<file path="src/rtl/bbcdr_lf_pkg.sv">
package bbcdr_lf_pkg;

  // Signed ternary code: +1, 0, -1.
  typedef logic signed [1:0] tern_t;

  localparam tern_t TERN_POS  = 2'sb01;
  localparam tern_t TERN_ZERO = 2'sb00;
  localparam tern_t TERN_NEG  = 2'sb11;

  // Pin pair to code; the both-high pair counts as no transition.
  function automatic tern_t tern_from_pins(input logic up, input logic dn);
    if (up && !dn)      return TERN_POS;
    else if (dn && !up) return TERN_NEG;
    else                return TERN_ZERO;
  endfunction

  function automatic logic tern_is_pos(input tern_t t);
    return (t == TERN_POS);
  endfunction

  function automatic logic tern_is_neg(input tern_t t);
    return (t == TERN_NEG);
  endfunction

endpackage

</file>
<file path="src/rtl/bbcdr_lf_prop.sv">
module bbcdr_lf_prop
  import bbcdr_lf_pkg::*;
(
  input  logic  clk,
  input  logic  rst_n,
  input  tern_t dec,
  output logic  step_up,
  output logic  step_dn
);

  // One register only: the fast path keeps its latency at a single cycle.
  always_ff @(posedge clk) begin
    if (!rst_n) begin
      step_up <= 1'b0;
      step_dn <= 1'b0;
    end else begin
      step_up <= tern_is_pos(dec);
      step_dn <= tern_is_neg(dec);
    end
  end

endmodule

</file>
<file path="src/rtl/bbcdr_lf_decim.sv">
module bbcdr_lf_decim
  import bbcdr_lf_pkg::*;
#(
  parameter int DECIM = 4
) (
  input  logic  clk,
  input  logic  rst_n,
  input  tern_t dec,
  output logic  grp_last,
  output tern_t vote,
  output logic  vote_vld
);

  localparam int SLOT_W = (DECIM > 2) ? $clog2(DECIM) : 1;
  localparam int SUM_W  = $clog2(DECIM + 1) + 1;
  localparam int HIST_N = DECIM - 1;

  logic [SLOT_W-1:0] slot_q;
  tern_t             hist_q [HIST_N];
  logic signed [SUM_W-1:0] grp_sum;

  function automatic logic signed [SUM_W-1:0] widen(input tern_t t);
    return {{(SUM_W-2){t[1]}}, t};
  endfunction

  function automatic tern_t sign_of(input logic signed [SUM_W-1:0] s);
    if (s > 0)      return TERN_POS;
    else if (s < 0) return TERN_NEG;
    else            return TERN_ZERO;
  endfunction

  assign grp_last = (slot_q == SLOT_W'(DECIM - 1));

  always_ff @(posedge clk) begin
    if (!rst_n)        slot_q <= '0;
    else if (grp_last) slot_q <= '0;
    else               slot_q <= slot_q + 1'b1;
  end

  // Delay line holding the earlier members of the current group.
  always_ff @(posedge clk) begin
    if (!rst_n) hist_q[0] <= TERN_ZERO;
    else        hist_q[0] <= dec;
  end

  for (genvar gi = 1; gi < HIST_N; gi++) begin : g_hist
    always_ff @(posedge clk) begin
      if (!rst_n) hist_q[gi] <= TERN_ZERO;
      else        hist_q[gi] <= hist_q[gi-1];
    end
  end

  always_comb begin
    grp_sum = widen(dec);
    for (int i = 0; i < HIST_N; i++) grp_sum = grp_sum + widen(hist_q[i]);
  end

  always_ff @(posedge clk) begin
    if (!rst_n) begin
      vote     <= TERN_ZERO;
      vote_vld <= 1'b0;
    end else begin
      vote_vld <= grp_last;
      if (grp_last) vote <= sign_of(grp_sum);
    end
  end

endmodule

</file>
<file path="src/rtl/bbcdr_lf_integ.sv">
module bbcdr_lf_integ
  import bbcdr_lf_pkg::*;
#(
  parameter int ACC_W = 14
) (
  input  logic             clk,
  input  logic             rst_n,
  input  tern_t            vote,
  input  logic             vote_vld,
  output logic [ACC_W-1:0] acc,
  output logic             acc_vld
);

  localparam logic [ACC_W-1:0] ACC_MAX = {1'b0, {(ACC_W-1){1'b1}}};
  localparam logic [ACC_W-1:0] ACC_MIN = {1'b1, {(ACC_W-1){1'b0}}};

  logic [ACC_W:0]   sum_w;
  logic [ACC_W-1:0] acc_nxt;

  // One guard bit; disagreement of the top two bits marks overflow.
  function automatic logic [ACC_W-1:0] sat_narrow(input logic [ACC_W:0] s);
    if (s[ACC_W] != s[ACC_W-1]) return s[ACC_W] ? ACC_MIN : ACC_MAX;
    else                        return s[ACC_W-1:0];
  endfunction

  assign sum_w   = {acc[ACC_W-1], acc} + {{(ACC_W-1){vote[1]}}, vote};
  assign acc_nxt = sat_narrow(sum_w);

  always_ff @(posedge clk) begin
    if (!rst_n) begin
      acc     <= '0;
      acc_vld <= 1'b0;
    end else begin
      acc_vld <= vote_vld;
      if (vote_vld) acc <= acc_nxt;
    end
  end

endmodule

</file>
<file path="src/rtl/bbcdr_lf_dsm2.sv">
module bbcdr_lf_dsm2
  import bbcdr_lf_pkg::*;
#(
  parameter int IN_W = 11
) (
  input  logic            clk,
  input  logic            rst_n,
  input  logic            en,
  input  logic [IN_W-1:0] x,
  output logic            lvl_up,
  output logic            lvl_dn
);

  localparam int V_W   = IN_W + 1;
  localparam int RAW_W = IN_W + 3;
  localparam logic signed [V_W-1:0] FULL  = V_W'(2 ** (IN_W - 1));
  localparam logic signed [V_W-1:0] HALF  = V_W'(2 ** (IN_W - 2));
  localparam logic signed [V_W-1:0] V_MAX = {1'b0, {(V_W-1){1'b1}}};
  localparam logic signed [V_W-1:0] V_MIN = {1'b1, {(V_W-1){1'b0}}};

  logic signed [V_W-1:0]   e1_q, e2_q;
  logic        [RAW_W-1:0] raw;
  logic signed [V_W-1:0]   v;
  tern_t                   y;
  logic signed [V_W-1:0]   e_nxt;

  function automatic logic signed [V_W-1:0] clamp_v(input logic [RAW_W-1:0] r);
    logic fits;
    fits = (&r[RAW_W-1:V_W-1]) | ~(|r[RAW_W-1:V_W-1]);
    if (fits)              return r[V_W-1:0];
    else if (r[RAW_W-1])   return V_MIN;
    else                   return V_MAX;
  endfunction

  function automatic tern_t quant3(input logic signed [V_W-1:0] val);
    if (val >= HALF)       return TERN_POS;
    else if (val < -HALF)  return TERN_NEG;
    else                   return TERN_ZERO;
  endfunction

  // Error feedback with (1 - z^-1)^2 shaping: x + 2*e[n-1] - e[n-2].
  assign raw = {{3{x[IN_W-1]}}, x}
             + {e1_q[V_W-1], e1_q, 1'b0}
             - {{2{e2_q[V_W-1]}}, e2_q};
  assign v   = clamp_v(raw);
  assign y   = quant3(v);

  always_comb begin
    if (tern_is_pos(y))      e_nxt = v - FULL;
    else if (tern_is_neg(y)) e_nxt = v + FULL;
    else                     e_nxt = v;
  end

  always_ff @(posedge clk) begin
    if (!rst_n) begin
      e1_q   <= '0;
      e2_q   <= '0;
      lvl_up <= 1'b0;
      lvl_dn <= 1'b0;
    end else if (en) begin
      e2_q   <= e1_q;
      e1_q   <= e_nxt;
      lvl_up <= tern_is_pos(y);
      lvl_dn <= tern_is_neg(y);
    end
  end

endmodule

</file>
<file path="src/rtl/bbcdr_loop_filter.sv">
module bbcdr_loop_filter
  import bbcdr_lf_pkg::*;
#(
  parameter int ACC_W = 14,
  parameter int DSM_W = 11,
  parameter int DECIM = 4
) (
  input  logic clk,
  input  logic rst_n,
  input  logic pd_up,
  input  logic pd_dn,
  output logic prop_up,
  output logic prop_dn,
  output logic intg_up,
  output logic intg_dn
);

  localparam int ACC_MSB = ACC_W - 1;

  // Named internal events, visible to the bound checker.
  tern_t            pd_dec;
  logic             grp_last;
  tern_t            vote;
  logic             vote_vld;
  logic [ACC_W-1:0] acc;
  logic             acc_vld;
  logic [DSM_W-1:0] dsm_x;

  assign pd_dec = tern_from_pins(pd_up, pd_dn);
  assign dsm_x  = acc[ACC_MSB -: DSM_W];

  bbcdr_lf_prop u_prop (
    .clk     (clk),
    .rst_n   (rst_n),
    .dec     (pd_dec),
    .step_up (prop_up),
    .step_dn (prop_dn)
  );

  bbcdr_lf_decim #(.DECIM(DECIM)) u_decim (
    .clk      (clk),
    .rst_n    (rst_n),
    .dec      (pd_dec),
    .grp_last (grp_last),
    .vote     (vote),
    .vote_vld (vote_vld)
  );

  bbcdr_lf_integ #(.ACC_W(ACC_W)) u_integ (
    .clk      (clk),
    .rst_n    (rst_n),
    .vote     (vote),
    .vote_vld (vote_vld),
    .acc      (acc),
    .acc_vld  (acc_vld)
  );

  bbcdr_lf_dsm2 #(.IN_W(DSM_W)) u_dsm (
    .clk    (clk),
    .rst_n  (rst_n),
    .en     (acc_vld),
    .x      (dsm_x),
    .lvl_up (intg_up),
    .lvl_dn (intg_dn)
  );

endmodule

</file>
<file path="config.mk">
export PLATFORM = sky130hd
export DESIGN_NAME = bbcdr_loop_filter
export DESIGN_NICKNAME = d
export VERILOG_FILES = /design/src/rtl/bbcdr_lf_pkg.sv /design/src/rtl/bbcdr_lf_prop.sv /design/src/rtl/bbcdr_lf_decim.sv /design/src/rtl/bbcdr_lf_integ.sv /design/src/rtl/bbcdr_lf_dsm2.sv /design/src/rtl/bbcdr_loop_filter.sv
export SDC_FILE = /design/constraint.sdc
export NUM_CORES = 1
export LEC_CHECK = 0
export ABC_AREA = 1
export BUFFER_PORTS_ARGS = -buffer_cell sky130_fd_sc_hd__buf_4
export CAP_MARGIN = 20
export CORE_AREA = 4 4 75 130
export CTS_BUF_LIST = sky130_fd_sc_hd__clkbuf_2 sky130_fd_sc_hd__clkbuf_4 sky130_fd_sc_hd__clkbuf_8
export CTS_CLUSTER_SIZE = 10
export DETAILED_ROUTE_END_ITERATION = 10
export DIE_AREA = 0 0 79 134
export GPL_TIMING_DRIVEN = 0
export SYNTH_ARGS = -nofsm -noshare
export SYNTH_HDL_FRONTEND = slang
export SYNTH_SLANG_ARGS = --single-unit
</file>
<file path="constraint.sdc">
create_clock -name clk -period 3.4 [get_ports clk]
set_input_delay 0.34 -clock clk [delete_from_list [all_inputs] [get_ports clk]]
set_output_delay 0.34 -clock clk [all_outputs]
set_load 0.03 [all_outputs]
</file>
==> reports/metrics.yaml <==
design_area_um2: 4570
reg2regPathDepth: 23
most-common-layout-cells: "inv_1, nand2_1, a21oi_1, dfxtp_1, o21ai_0"
cp_max_fo: 4
p_per_area_nw_per_um2: 583
clkTransAtPathRegs_ns: 0.10
yosysWarnings: 0
synth.area.top_cells: "dfxtp_1, ha_1, fa_1, inv_1, nand2_1"
synth_area_um2: 3850
cts_inserted_buffers: 5
min_to: "u_dsm.e2_q[1]"
fp.dieH_um: 134
hold_depth: 3
r2r_end: "u_dsm.e1_q[10]"
grtUsageMet1: 0.180
syn_nets: 569
drive_gt1_frac: 0.218
die_w_um: 79
syn_area_per_cell_um2: 7.53
num_rows: 45
cts_buffer_depth: 2
tightest_slew_ns: 0.691
antenna_found_initial: 0
drc_errors: 0
r2r-start: "u_integ.acc[4]"
start_util: 0.444
overflow: 0
yosysTopAreaCell: "dfxtp_1"
grtUsageMet2: 0.345
worst_ep_arrival_time_ns: 3.53
relSlewSlack: 0.539
hp-class: "primary input to flop"
synth_cells: 511
hold_viol_final: 0
cts_max_level: 2
drtPass1Iterations: 4
cts_root_buf: "clkbuf_8"
critPathKind: "flop to flop"
port_buffers: 7
cap_violations: 0
grt_pass1_vias: 3419
dpl_cell_area_um2: 4050
grt_pass1_wl_um: 15300
cts_hold_buf: 0
endpoint_kind: "flop"
ys_seq_area_frac: 0.276
ys_seq_elements: 53
wl_um: 9240
skew_ns: 0.00747
cp.required_ns: 3.63
gp_congestion: 0.832
slew_violations: 0
rrSetupSlack_ns: 0.1
hp-start: "rst_n"
top_usage_layer: "met2"
dp_hpwl_um: 7160
gr-usage-met3: 0.0228
grt_max_degree: 17
synthFlopType: "dfxtp_1"
clk_latency_ns: 0.32
min_period_ns: 3.30
tns_ns: 0
synthArstFlopShare: 0
grt_usage: 0.182
num_antenna_cells: 0
synth_edf_count: 0
setup_violations: 0
viasPerCell: 5.09
p_leak_uw: 0.00220
cts.sinks: 53
dieArea_um2: 10600
post_drt_wl_per_cell_um: 14.0
via_count: 3347
synthDistinctLibCells: 37
ioPinCount: 8
ir_drop_mv: 0.234
core_um2: 8670
finalCritPeriodShare: 0.971
synthToLayoutAreaGrowth_pct: 18.9
start_kind: "flop"
cts_tree: "done"
rsz0062_at_grt: "yes"
drt_iter0_drc: 156
outcome: "complete, no violations"
nNetsFinal: 598
antenna_left: 0
synth_top_area_frac: 0.276
max_freq_ghz: 0.303
cells in the mapped netlist, drive strengths merged (2+ instances only):
cell      n
a211oi    3
a21oi    50
a221oi   10
a31oi     2
buf       3
clkbuf    8
clkinv    2
dfxtp    53
fa       19
ha       35
inv     100
nand2   110
nand3    21
nand4     8
nor2     18
nor3      3
o21ai    35
o31ai     2
or2       2
xnor2     8
xor2     14
flip-flops by register name, summed over array words and instances, names as in the netlist:
| name | count |
|---|---|
| u_decim.hist_q | 5 |
| u_decim.slot_q | 2 |
| u_decim.vote | 2 |
| u_decim.vote_vld | 1 |
| u_dsm.e1_q | 12 |
| u_dsm.e2_q | 12 |
| u_dsm.lvl_dn | 1 |
| u_dsm.lvl_up | 1 |
| u_integ.acc | 14 |
| u_integ.acc_vld | 1 |
| u_prop.step_dn | 1 |
| u_prop.step_up | 1 |
worst max path at each step:
stage                        start              to  slack [ns]  cells after the start
floorplan           u_integ.acc[4]  u_dsm.e1_q[10]        0.04                     23
global placement    u_integ.acc[4]  u_dsm.e1_q[10]       -0.31                     23
detailed placement  u_integ.acc[4]  u_dsm.e1_q[10]       -0.32                     23
CTS                 u_integ.acc[4]  u_dsm.e1_q[10]      -0.003                     24
global route        u_integ.acc[6]  u_dsm.e1_q[10]       -0.08                     24
finish              u_integ.acc[4]  u_dsm.e1_q[10]         0.1                     23
timing repair:
action / in CTS / in global routing
buffers inserted: 4 / 11
setup endpoints to repair: 4 / 4
resized for setup: 9 / 63
pin swaps: 4 / 20
stage by stage:
step | power [uW] | worst slack (ns) | instances | hold WS (ns) | util
after floorplan | 1620 | 0.0414 | 511 | 0.398 | -
after global placement | 1850 | -0.315 | 635 | 0.406 | 0.467
after detailed placement | 1860 | -0.316 | 635 | 0.415 | 0.467
after CTS | 2370 | -0.00266 | 647 | 0.297 | 0.487
after global routing | 2880 | -0.0795 | 658 | 0.303 | 0.528
final | 2670 | 0.100 | 658 | 0.308 | 0.528
cell families after synthesis:
group / Yosys count / synth area share
adder cells (fa/ha/maj): 54 / 0.213
flip-flops: 53 / 0.276
AO/OA/AOI/OAI: 106 / 0.156
buffers and inverters: 113 / 0.114
XOR/XNOR: 22 / 0.0501
AND/OR/NAND/NOR: 163 / 0.191
area by class of cell:
| cell class | instances | area, um^2 |
|---|---|---|
| plain buffers | 11 | 57.6 |
| clock buffers | 6 | 76.3 |
| clock inverters | 2 | 38.8 |
| fillers | 905 | 4100 |
| inverters | 102 | 388 |
| multi-input cells | 345 | 2630 |
| flip-flops and latches | 53 | 1070 |
| well taps | 117 | 146 |
| repair buffers | 22 | 169 |
per-layer routing:
metal  vias to the layer above  part of all wire
met3                        38             0.016
met5                         -                 0
met1                      1547              0.37
met2                        58              0.55
li1                       1704                 -
met4                         0             0.059
power by group:
| group | internal, uW | total [uW] | switching (uW) |
|---|---|---|---|
| logic | 644 | 1560 | 912 |
| clock network | 230 | 450 | 220 |
| registers | 644 | 660 | 15.3 |
| total | 1520 | 2670 | 1150 |
critical path, cell delays in order (launching register included):
cell,delay (ns)
dfxtp_2,0.35
inv_2,0.04
fa_1,0.51
inv_2,0.05
ha_4,0.15
fa_2,0.37
nand3_2,0.08
nand3_2,0.08
nand3_2,0.09
nand4_1,0.14
nand2_4,0.14
nand2_4,0.07
buf_8,0.13
a21oi_4,0.19
ha_2,0.21
nand2_2,0.07
nor2_2,0.12
nand2_2,0.09
nand3_4,0.08
nor2_2,0.04
nand2_1,0.07
nand3_2,0.05
nand2_1,0.05
inv_1,0.03
Note: power is estimated with default switching activity, not from simulation.
